File: src/rtl/eeld_pkg.sv
`timescale 1ns/1ps
package eeld_pkg;
  typedef enum logic [1:0] {SQ_IDLE, SQ_SIG, SQ_DATA, SQ_END} seq_e;
  typedef enum logic [1:0] {EN_IDLE, EN_RUN, EN_GAP} eng_e;
  localparam logic [2:0] RD_PREFIX = 3'b110;
  localparam int CB_LOAD = 0;
  localparam int CB_CS   = 1;
  localparam int CB_SK   = 2;
  localparam int CB_DI   = 3;
endpackage

File: src/rtl/eeld_tick_gen.sv
`timescale 1ns/1ps
module eeld_tick_gen #(
  parameter int HALF_DIV = 2
) (
  input  logic clk,
  input  logic rst_n,
  input  logic en,
  output logic tick
);
  localparam int CW = (HALF_DIV > 1) ? $clog2(HALF_DIV) : 1;
  localparam logic [CW-1:0] LAST = CW'(HALF_DIV - 1);

  logic [CW-1:0] cnt_q, cnt_d;

  assign tick = en && (cnt_q == LAST);

  always_comb begin
    if (!en || tick) cnt_d = '0;
    else             cnt_d = cnt_q + 1'b1;
  end

  always_ff @(posedge clk or negedge rst_n) begin
    if (!rst_n) cnt_q <= '0;
    else        cnt_q <= cnt_d;
  end
endmodule

File: src/rtl/eeld_frame_eng.sv
`timescale 1ns/1ps
module eeld_frame_eng
  import eeld_pkg::*;
#(
  parameter int ADDR_W   = 6,
  parameter int DATA_W   = 16,
  parameter int HALF_DIV = 2
) (
  input  logic              clk,
  input  logic              rst_n,
  input  logic              start,
  input  logic [ADDR_W-1:0] addr,
  input  logic              do_in,
  output logic              busy,
  output logic              done,
  output logic              cs,
  output logic              sk,
  output logic              di,
  output logic [DATA_W-1:0] rdata
);
  localparam int CMD_W = 3 + ADDR_W;
  localparam int TOTAL = CMD_W + DATA_W;
  localparam int BW    = $clog2(TOTAL + 1);

  eng_e              st_q, st_d;
  logic              sk_q, sk_d;
  logic [BW-1:0]     bit_q, bit_d;
  logic [CMD_W-1:0]  cmd_q, cmd_d;
  logic [DATA_W-1:0] sh_q, sh_d;
  logic              done_q, done_d;
  logic              tick;

  eeld_tick_gen #(.HALF_DIV(HALF_DIV)) u_tick (
    .clk  (clk),
    .rst_n(rst_n),
    .en   (st_q != EN_IDLE),
    .tick (tick)
  );

  always_comb begin
    st_d   = st_q;
    sk_d   = sk_q;
    bit_d  = bit_q;
    cmd_d  = cmd_q;
    sh_d   = sh_q;
    done_d = 1'b0;
    case (st_q)
      EN_IDLE: if (start) begin
        st_d  = EN_RUN;
        cmd_d = {RD_PREFIX, addr};
        bit_d = '0;
        sk_d  = 1'b0;
      end
      EN_RUN: if (tick) begin
        if (!sk_q) begin
          sk_d = 1'b1;
          if (bit_q >= BW'(CMD_W)) sh_d = {sh_q[DATA_W-2:0], do_in};
        end else begin
          sk_d  = 1'b0;
          cmd_d = cmd_q << 1;
          if (bit_q == BW'(TOTAL - 1)) begin
            st_d  = EN_GAP;
            bit_d = '0;
          end else begin
            bit_d = bit_q + 1'b1;
          end
        end
      end
      EN_GAP: if (tick) begin
        st_d   = EN_IDLE;
        done_d = 1'b1;
      end
      default: st_d = EN_IDLE;
    endcase
  end

  always_ff @(posedge clk or negedge rst_n) begin
    if (!rst_n) begin
      st_q   <= EN_IDLE;
      sk_q   <= 1'b0;
      bit_q  <= '0;
      cmd_q  <= '0;
      sh_q   <= '0;
      done_q <= 1'b0;
    end else begin
      st_q   <= st_d;
      sk_q   <= sk_d;
      bit_q  <= bit_d;
      cmd_q  <= cmd_d;
      sh_q   <= sh_d;
      done_q <= done_d;
    end
  end

  assign busy  = (st_q != EN_IDLE);
  assign done  = done_q;
  assign cs    = (st_q == EN_RUN);
  assign sk    = sk_q;
  assign di    = cs & cmd_q[CMD_W-1];
  assign rdata = sh_q;
endmodule

File: src/rtl/eeld_sequencer.sv
`timescale 1ns/1ps
module eeld_sequencer
  import eeld_pkg::*;
#(
  parameter int              ADDR_W    = 6,
  parameter int              DATA_W    = 16,
  parameter int              NUM_WORDS = 4,
  parameter logic [ADDR_W-1:0] SIG_ADDR = 'h0F,
  parameter logic [7:0]      SIG_BYTE  = 8'h73
) (
  input  logic                         clk,
  input  logic                         rst_n,
  input  logic                         load_wr,
  input  logic                         load_val,
  input  logic                         eng_busy,
  input  logic                         eng_done,
  input  logic [DATA_W-1:0]            eng_data,
  output logic                         eng_start,
  output logic [ADDR_W-1:0]            eng_addr,
  output logic                         busy,
  output logic                         load_bit,
  output logic                         prog_flag,
  output logic [7:0]                   csum,
  output logic                         we,
  output logic [$clog2(NUM_WORDS)-1:0] waddr,
  output logic [DATA_W-1:0]            wdata
);
  localparam int IW = $clog2(NUM_WORDS);
  localparam logic [IW-1:0] LAST_IDX = IW'(NUM_WORDS - 1);

  seq_e              st_q, st_d;
  logic [IW-1:0]     idx_q, idx_d;
  logic              pass_q, pass_d;
  logic              load_q, load_d;
  logic              flag_q, flag_d;
  logic [7:0]        csum_q, csum_d;
  logic              we_q, we_d;
  logic [IW-1:0]     waddr_q, waddr_d;
  logic [DATA_W-1:0] wdata_q, wdata_d;

  always_comb begin
    st_d    = st_q;
    idx_d   = idx_q;
    pass_d  = pass_q;
    load_d  = load_q;
    flag_d  = flag_q;
    csum_d  = csum_q;
    we_d    = 1'b0;
    waddr_d = waddr_q;
    wdata_d = wdata_q;
    case (st_q)
      SQ_IDLE: if (load_wr) begin
        load_d = load_val;
        if (load_val && flag_q) st_d = SQ_SIG;
      end
      SQ_SIG: if (eng_done) begin
        csum_d = eng_data[7:0];
        if (eng_data[DATA_W-1 -: 8] == SIG_BYTE) begin
          st_d  = SQ_DATA;
          idx_d = '0;
        end else begin
          pass_d = 1'b0;
          st_d   = SQ_END;
        end
      end
      SQ_DATA: if (eng_done) begin
        we_d    = 1'b1;
        waddr_d = idx_q;
        wdata_d = eng_data;
        if (idx_q == LAST_IDX) begin
          pass_d = 1'b1;
          st_d   = SQ_END;
        end else begin
          idx_d = idx_q + 1'b1;
        end
      end
      SQ_END: begin
        load_d = 1'b0;
        flag_d = pass_q;
        st_d   = SQ_IDLE;
      end
      default: st_d = SQ_IDLE;
    endcase
  end

  always_ff @(posedge clk or negedge rst_n) begin
    if (!rst_n) begin
      st_q    <= SQ_SIG;
      idx_q   <= '0;
      pass_q  <= 1'b0;
      load_q  <= 1'b1;
      flag_q  <= 1'b0;
      csum_q  <= '0;
      we_q    <= 1'b0;
      waddr_q <= '0;
      wdata_q <= '0;
    end else begin
      st_q    <= st_d;
      idx_q   <= idx_d;
      pass_q  <= pass_d;
      load_q  <= load_d;
      flag_q  <= flag_d;
      csum_q  <= csum_d;
      we_q    <= we_d;
      waddr_q <= waddr_d;
      wdata_q <= wdata_d;
    end
  end

  assign eng_start = ((st_q == SQ_SIG) || (st_q == SQ_DATA)) && !eng_busy && !eng_done;
  assign eng_addr  = (st_q == SQ_SIG) ? SIG_ADDR : ADDR_W'(idx_q);
  assign busy      = (st_q != SQ_IDLE);
  assign load_bit  = load_q;
  assign prog_flag = flag_q;
  assign csum      = csum_q;
  assign we        = we_q;
  assign waddr     = waddr_q;
  assign wdata     = wdata_q;
endmodule

File: src/rtl/eeprom_cfg_loader.sv
`timescale 1ns/1ps
module eeprom_cfg_loader
  import eeld_pkg::*;
#(
  parameter int                HALF_DIV  = 2,
  parameter int                ADDR_W    = 6,
  parameter int                DATA_W    = 16,
  parameter int                NUM_WORDS = 4,
  parameter logic [ADDR_W-1:0] SIG_ADDR  = 'h0F,
  parameter logic [7:0]        SIG_BYTE  = 8'h73
) (
  input  logic                         clk,
  input  logic                         rst_n,
  input  logic                         host_wr,
  input  logic                         host_addr,
  input  logic [3:0]                   host_wdata,
  output logic [7:0]                   host_rdata,
  output logic                         ee_cs,
  output logic                         ee_sk,
  output logic                         ee_di,
  input  logic                         ee_do,
  output logic                         cfg_we,
  output logic [$clog2(NUM_WORDS)-1:0] cfg_addr,
  output logic [DATA_W-1:0]            cfg_data
);
  localparam int IW = $clog2(NUM_WORDS);

  logic [1:0]        rst_sync_q;
  logic              rst_n_int;
  logic              ctrl_wr;
  logic              eng_start, eng_busy, eng_done;
  logic              eng_cs, eng_sk, eng_di;
  logic [ADDR_W-1:0] eng_addr;
  logic [DATA_W-1:0] eng_data;
  logic              seq_busy, load_bit, prog_flag, direct_mode;
  logic [7:0]        csum;
  logic              pin_cs_q, pin_sk_q, pin_di_q;
  logic              pin_cs_d, pin_sk_d, pin_di_d;
  logic              do_q;

  always_ff @(posedge clk or negedge rst_n) begin
    if (!rst_n) rst_sync_q <= 2'b00;
    else        rst_sync_q <= {rst_sync_q[0], 1'b1};
  end
  assign rst_n_int = rst_sync_q[1];

  assign ctrl_wr = host_wr && (host_addr == 1'b0);

  eeld_frame_eng #(
    .ADDR_W  (ADDR_W),
    .DATA_W  (DATA_W),
    .HALF_DIV(HALF_DIV)
  ) u_eng (
    .clk  (clk),
    .rst_n(rst_n_int),
    .start(eng_start),
    .addr (eng_addr),
    .do_in(ee_do),
    .busy (eng_busy),
    .done (eng_done),
    .cs   (eng_cs),
    .sk   (eng_sk),
    .di   (eng_di),
    .rdata(eng_data)
  );

  eeld_sequencer #(
    .ADDR_W   (ADDR_W),
    .DATA_W   (DATA_W),
    .NUM_WORDS(NUM_WORDS),
    .SIG_ADDR (SIG_ADDR),
    .SIG_BYTE (SIG_BYTE)
  ) u_seq (
    .clk      (clk),
    .rst_n    (rst_n_int),
    .load_wr  (ctrl_wr),
    .load_val (host_wdata[CB_LOAD]),
    .eng_busy (eng_busy),
    .eng_done (eng_done),
    .eng_data (eng_data),
    .eng_start(eng_start),
    .eng_addr (eng_addr),
    .busy     (seq_busy),
    .load_bit (load_bit),
    .prog_flag(prog_flag),
    .csum     (csum),
    .we       (cfg_we),
    .waddr    (cfg_addr),
    .wdata    (cfg_data)
  );

  always_comb begin
    pin_cs_d = pin_cs_q;
    pin_sk_d = pin_sk_q;
    pin_di_d = pin_di_q;
    if (ctrl_wr) begin
      pin_cs_d = host_wdata[CB_CS];
      pin_sk_d = host_wdata[CB_SK];
      pin_di_d = host_wdata[CB_DI];
    end
  end

  always_ff @(posedge clk or negedge rst_n_int) begin
    if (!rst_n_int) begin
      pin_cs_q <= 1'b0;
      pin_sk_q <= 1'b0;
      pin_di_q <= 1'b0;
      do_q     <= 1'b0;
    end else begin
      pin_cs_q <= pin_cs_d;
      pin_sk_q <= pin_sk_d;
      pin_di_q <= pin_di_d;
      do_q     <= ee_do;
    end
  end

  assign direct_mode = !seq_busy && load_bit && !prog_flag;

  assign ee_cs = seq_busy ? eng_cs : (direct_mode & pin_cs_q);
  assign ee_sk = seq_busy ? eng_sk : (direct_mode & pin_sk_q);
  assign ee_di = seq_busy ? eng_di : (direct_mode & pin_di_q);

  assign host_rdata = host_addr ? csum
                    : {1'b0, direct_mode, do_q, prog_flag, pin_di_q, pin_sk_q, pin_cs_q, load_bit};
endmodule

File: config.mk
export PLATFORM = sky130hd
export DESIGN_NAME = eeprom_cfg_loader
export DESIGN_NICKNAME = d
export VERILOG_FILES = /design/src/rtl/eeld_pkg.sv /design/src/rtl/eeld_tick_gen.sv /design/src/rtl/eeld_frame_eng.sv /design/src/rtl/eeld_sequencer.sv /design/src/rtl/eeprom_cfg_loader.sv
export SDC_FILE = /design/constraint.sdc
export NUM_CORES = 1
export LEC_CHECK = 0
export CAP_MARGIN = 20
export CELL_PAD_IN_SITES_DETAIL_PLACEMENT = 2
export CELL_PAD_IN_SITES_GLOBAL_PLACEMENT = 2
export CORE_MARGIN = 8
export CORE_UTILIZATION = 40
export CTS_CLUSTER_SIZE = 16
export DETAILED_ROUTE_END_ITERATION = 10
export MAX_ROUTING_LAYER = met4
export PLACE_DENSITY = 0.88
export REMOVE_ABC_BUFFERS = 1
export SYNTH_ARGS = -nofsm -noshare
export SYNTH_HDL_FRONTEND = slang
export SYNTH_SLANG_ARGS = --single-unit
export TNS_END_PERCENT = 30
File: constraint.sdc
create_clock -name clk -period 3.62 [get_ports clk]
set_input_delay 0.905 -clock clk [delete_from_list [all_inputs] [get_ports clk]]
set_output_delay 0.905 -clock clk [all_outputs]
set_load 0.03 [all_outputs]
After elaboration in Yosys (flattened, before gate mapping). Index checks and enable logic that the tools add are counted.

Register bits after elaboration: 75. Bits of input ports: 9. Output and inout bits: 30. Word-level logic and storage cells: 130.

$add $sub $neg: 3. $lt $le $gt $ge: 1. Equal/unequal tests: 21. Multiplexer cells: 48. Bitwise gates (word level): 6. Reduce and logical (&&, ||, !) cells: 30.

Operators with widths (count): $mux 2 (14); $mux 9 (3); $mux 5 (4); $reduce_and 5->1 (4); $pmux 9 s2 (1); $mux 1 (17); $ne 2x2->1 const B (7); $ne 2x1->1 const B (6); $pmux 5 s2 (1); $reduce_bool 2->1 (5); $eq 2x2->1 const B (4); $eq 8x7->1 const B (1); $mux 8 (1); $pmux 2 s4 (1); $reduce_and 4->1 (2); $logic_and 1x1->1 (7); $pmux 1 s2 (3); $pmux 2 s3 (1); $reduce_and 2->1 (3); $add 5x1->5 const B (1); $eq 5x5->1 const B (1); $ge 5x4->1 const B (1); $and 1x1->1 (4); $eq 2x1->1 const B (2); 9 further kinds (15).

Longest topological paths before layout.
Depth in word-level cells: 6. Depth in mapped cells: 8. Depth with buffers taken out: 6.

Hierarchy. A second synthesis with hierarchy kept.

Cell total of the unflattened synthesis: 274. Area, all modules: 3505.9 um2.

Modules (own cells, without submodules): eeld_frame_eng (times used 1, cells each 121, area an instance 1581.5 um2, sequential area each 850.8 um2); eeld_sequencer (times used 1, cells each 119, area an instance 1532.7 um2, sequential area each 853.3 um2); eeprom_cfg_loader (times used 1, cells each 31, area an instance 350.3 um2, sequential area each 150.1 um2); eeld_tick_gen (times used 1, cells each 3, area an instance 41.3 um2, sequential area each 25.0 um2).

Worst setup path after synthesis. OpenSTA, ideal clock, no wires.

Kind: input port to output port. Start point: in host_addr. End point: out host_rdata[6]. Arrival time: 1940 ps. Data required time: 2715 ps. Path slack: 775 ps. Cell stages on the path: 3. Buffers on the path: 1. Cell sequence: clkbuf_1 > nand2b_1 > o21ai_0.

Cells in the longest elaborated chain, start to end: 1.

RTL lines: start: declaration (line eeprom_cfg_loader.sv:15) `input logic host_addr,`; $mux 8 (line eeprom_cfg_loader.sv:123) `assign host_rdata = host_addr ? csum`; end: declaration (line eeprom_cfg_loader.sv:17) `output logic [7:0] host_rdata,`.

No other way between the ends.

Worst setup path in the final report.
Start point: in host_addr. End point: out host_rdata[0].

Same word-level chain as after synthesis.

==> impl_metrics.py <==
metrics = {
    "grt": {
        "overflow": 0,
        "antenna_found_initial": 0,
        "grt_max_degree": 31,
        "grt_pass1_wl_um": 14600,
        "grt_pass1_vias": 2664,
        "track_usage": 0.170,
    },
    "clock_tree": {
        "numClockSinks": 75,
        "cts_buffer_depth": 2,
        "cts_buffers": 9,
        "cts_tree": "yes",
        "clk_pin_slew_worst_paths_ns": 0.08,
        "ctsHtreeMaxLevel": 3,
        "cts_post_setup_buffers_inserted": 0,
        "clock_latency_ns": 0.34,
        "root_buffer": "clkbuf_8",
    },
    "logic_synthesis": {
        "synth_cell_types": 41,
        "postSynthCellCount": 269,
        "synth_area_leaders": "dfrtp_1 55%, mux2_2 18%, nand2_1 3.1%",
        "synth_edf_count": 0,
        "synthFlopType": "dfrtp_1",
        "ys_ff_latch": 75,
        "yosysTopAreaCell": "dfrtp_1",
        "synth_commonest_cells": "73 x dfrtp_1, 54 x mux2_2, 27 x nand2_1",
        "ys_warn_count": 0,
        "yosysMostFrequentCell": "dfrtp_1",
        "synthDominantCellAreaShare": 0.551,
        "synthArstFlopShare": 1.00,
        "ys_seq_area_frac": 0.567,
        "synth_area_um2": 3310,
        "syn_area_per_cell_um2": 12.3,
    },
    "flow_run": {
        "maxCapViolCount": 0,
    },
    "critical_path": {
        "critical_path.startpoint_type": "input port",
        "cp.arrival_ns": 2.62,
        "r2r_slack_ns": 1.11,
        "crit_fanout": 10,
        "cp-end-kind": "output port",
        "cp.required_ns": 2.71,
        "worstSetupPathType": "input port to output port",
        "worstRegToRegCells": 6,
        "reg2reg_to": "u_eng.bit_q[3]",
        "r2r_start": "u_seq.st_q[0]",
    },
    "finish": {
        "final_cells": 419,
        "area_delta_synth_final_pct": 20.1,
        "layout.nets": 326,
        "drive_gt1_frac": 0.252,
        "diodes": 0,
    },
    "power": {
        "peakVddDrop_mv": 0.228,
        "p_per_area_nw_per_um2": 403,
        "power_mw": 1.60,
        "p_leak_nw": 1.86,
    },
    "die": {
        "rows": 33,
        "die_y_um": 107,
        "core_region_area_um2": 8130,
        "die_x_um": 107,
        "die-area_um2": 11500,
        "initial_core_util": 0.407,
        "ioPinCount": 39,
    },
    "place": {
        "gp_congestion": 0.772,
        "numPlacedInstances": 403,
        "dp_hpwl_um": 6130,
        "portBuffers": 38,
    },
    "drt": {
        "post_drt_wl_per_cell_um": 20.5,
        "vias": 2255,
        "drtIter0Drc": 59,
        "drc_errors": 0,
        "wl_um": 8610,
        "via_per_inst": 5.38,
        "ant_nets": 0,
        "dr.pass1.iters": 4,
    },
    "timing": {
        "rsz0062_at_grt": "false",
        "fmax_ghz": 0.284,
        "relSlewSlack": 0.363,
        "period_needed_ns": 3.52,
        "setup_viol": 0,
        "finalHoldViolations": 0,
        "finalCritPeriodShare": 0.974,
        "fin_skew_ns": 0.0101,
        "drv_slew": 0,
        "worstMarginPinSlew_ns": 0.954,
    },
    "hold_path": {
        "min_path_type": "flop to async pin",
    },
    "status": {
        "status": "completed",
    },
}
-- worst max-delay path by stage --
| stage | from | endpoint | slack (ns) |
|---|---|---|---|
| final | host_addr | host_rdata[0] | 0.1 |
| after CTS | host_addr | host_rdata[0] | 0.08 |
| after global placement | host_addr | host_rdata[6] | 0.16 |
| after detailed placement | host_addr | host_rdata[6] | -0.02 |
| after floorplan | u_seq.st_q[0] | ee_di | 0.95 |
| after global routing | host_addr | host_rdata[0] | 0.04 |
-- placed cells by master (no fill, tap or decap), drive strengths merged, types with 2 or more instances in the layout --
master         instances
clkdlybuf4s50         37
clkbuf                11
nand4b                 2
or4                    2
nor2b                  2
a22o                   4
a21oi                  5
dfrtp                 73
nor3b                  2
o22ai                  2
nor2                   8
dfstp                  2
ha                     8
and2                   2
buf                    3
nand2                 27
nand3                  6
o21ai                 18
o32ai                  2
mux2i                  3
inv                   12
nand2b                 6
o22a                   2
clkinv                 3
mux2                  54
-- flip-flops by register name (all words and copies together) (netlist names), 2 cells and up --
| register | flops |
|---|---|
| u_eng.rdata | 16 |
| u_seq.wdata | 16 |
| u_eng.cmd_q | 9 |
| u_seq.csum | 8 |
| u_eng.bit_q | 5 |
| rst_sync_q | 2 |
| u_eng.st_q | 2 |
| u_seq.idx_q | 2 |
| u_seq.st_q | 2 |
| u_seq.waddr | 2 |
-- report_power, final --
group / internal, mW / switching, mW
Sequential: 0.848 / 0.0130
Clock: 0.334 / 0.311
Combinational: 0.0422 / 0.0541
-- cell families (layout without fill, tap and decap cells) --
kind of cell / after synthesis / count (layout) / synth area share
mux: 57 / 57 / 0.193
simple gates: 61 / 61 / 0.0921
buf+inv: 24 / 69 / 0.0321
other cells: 1 / 1 / 0.00113
flops: 75 / 75 / 0.567
fa+ha+maj: 8 / 8 / 0.0302
compound gates: 43 / 43 / 0.0846
-- area by class of cell --
| class | instances | area (um2) |
|---|---|---|
| clock inverter | 5 | 52.6 |
| sequential | 75 | 1880 |
| timing repair buffer | 41 | 402 |
| tap | 105 | 131 |
| clock buffer | 11 | 141 |
| fill | 791 | 4150 |
| inverter | 12 | 45.0 |
| multi-input combinational | 170 | 1330 |
-- repair_timing --
item | CTS | global route
endpoints found under the setup margin | 1 | 0
gates resized for setup | 1 | 0
hold buffers | 0 | 0
-- routing by layer --
layer,part of all wire,GRT usage,up-vias,wire length (um)
met3,0.023,0.0378,5,201
li1,-,-,1026,-
met2,0.53,0.296,27,4590
met4,0.012,0.0583,0,106
met1,0.43,0.187,1197,3710
met5,0,-,-,0
-- metrics by stage --
step / TNS, ns / setup slack [ns] / utilization / hold slack [ns] / area (um2)
floorplan: 0 / 0.952 / - / 0.331 / 3250
global placement: 0 / 0.163 / 0.466 / 0.238 / 3790
detailed placement: -0.0204 / -0.0204 / 0.466 / 0.261 / 3790
CTS: 0 / 0.0765 / 0.489 / 0.260 / 3980
global route: 0 / 0.0408 / 0.489 / 0.293 / 3980
finish: 0 / 0.0958 / 0.489 / 0.244 / 3980
-- worst max-delay path, stage by stage --
cell,delay (ns)
clkdlybuf4s50_1,0.71
mux2_2,0.39
clkdlybuf4s50_1,0.61
Power figures use the tool's default switching activity.
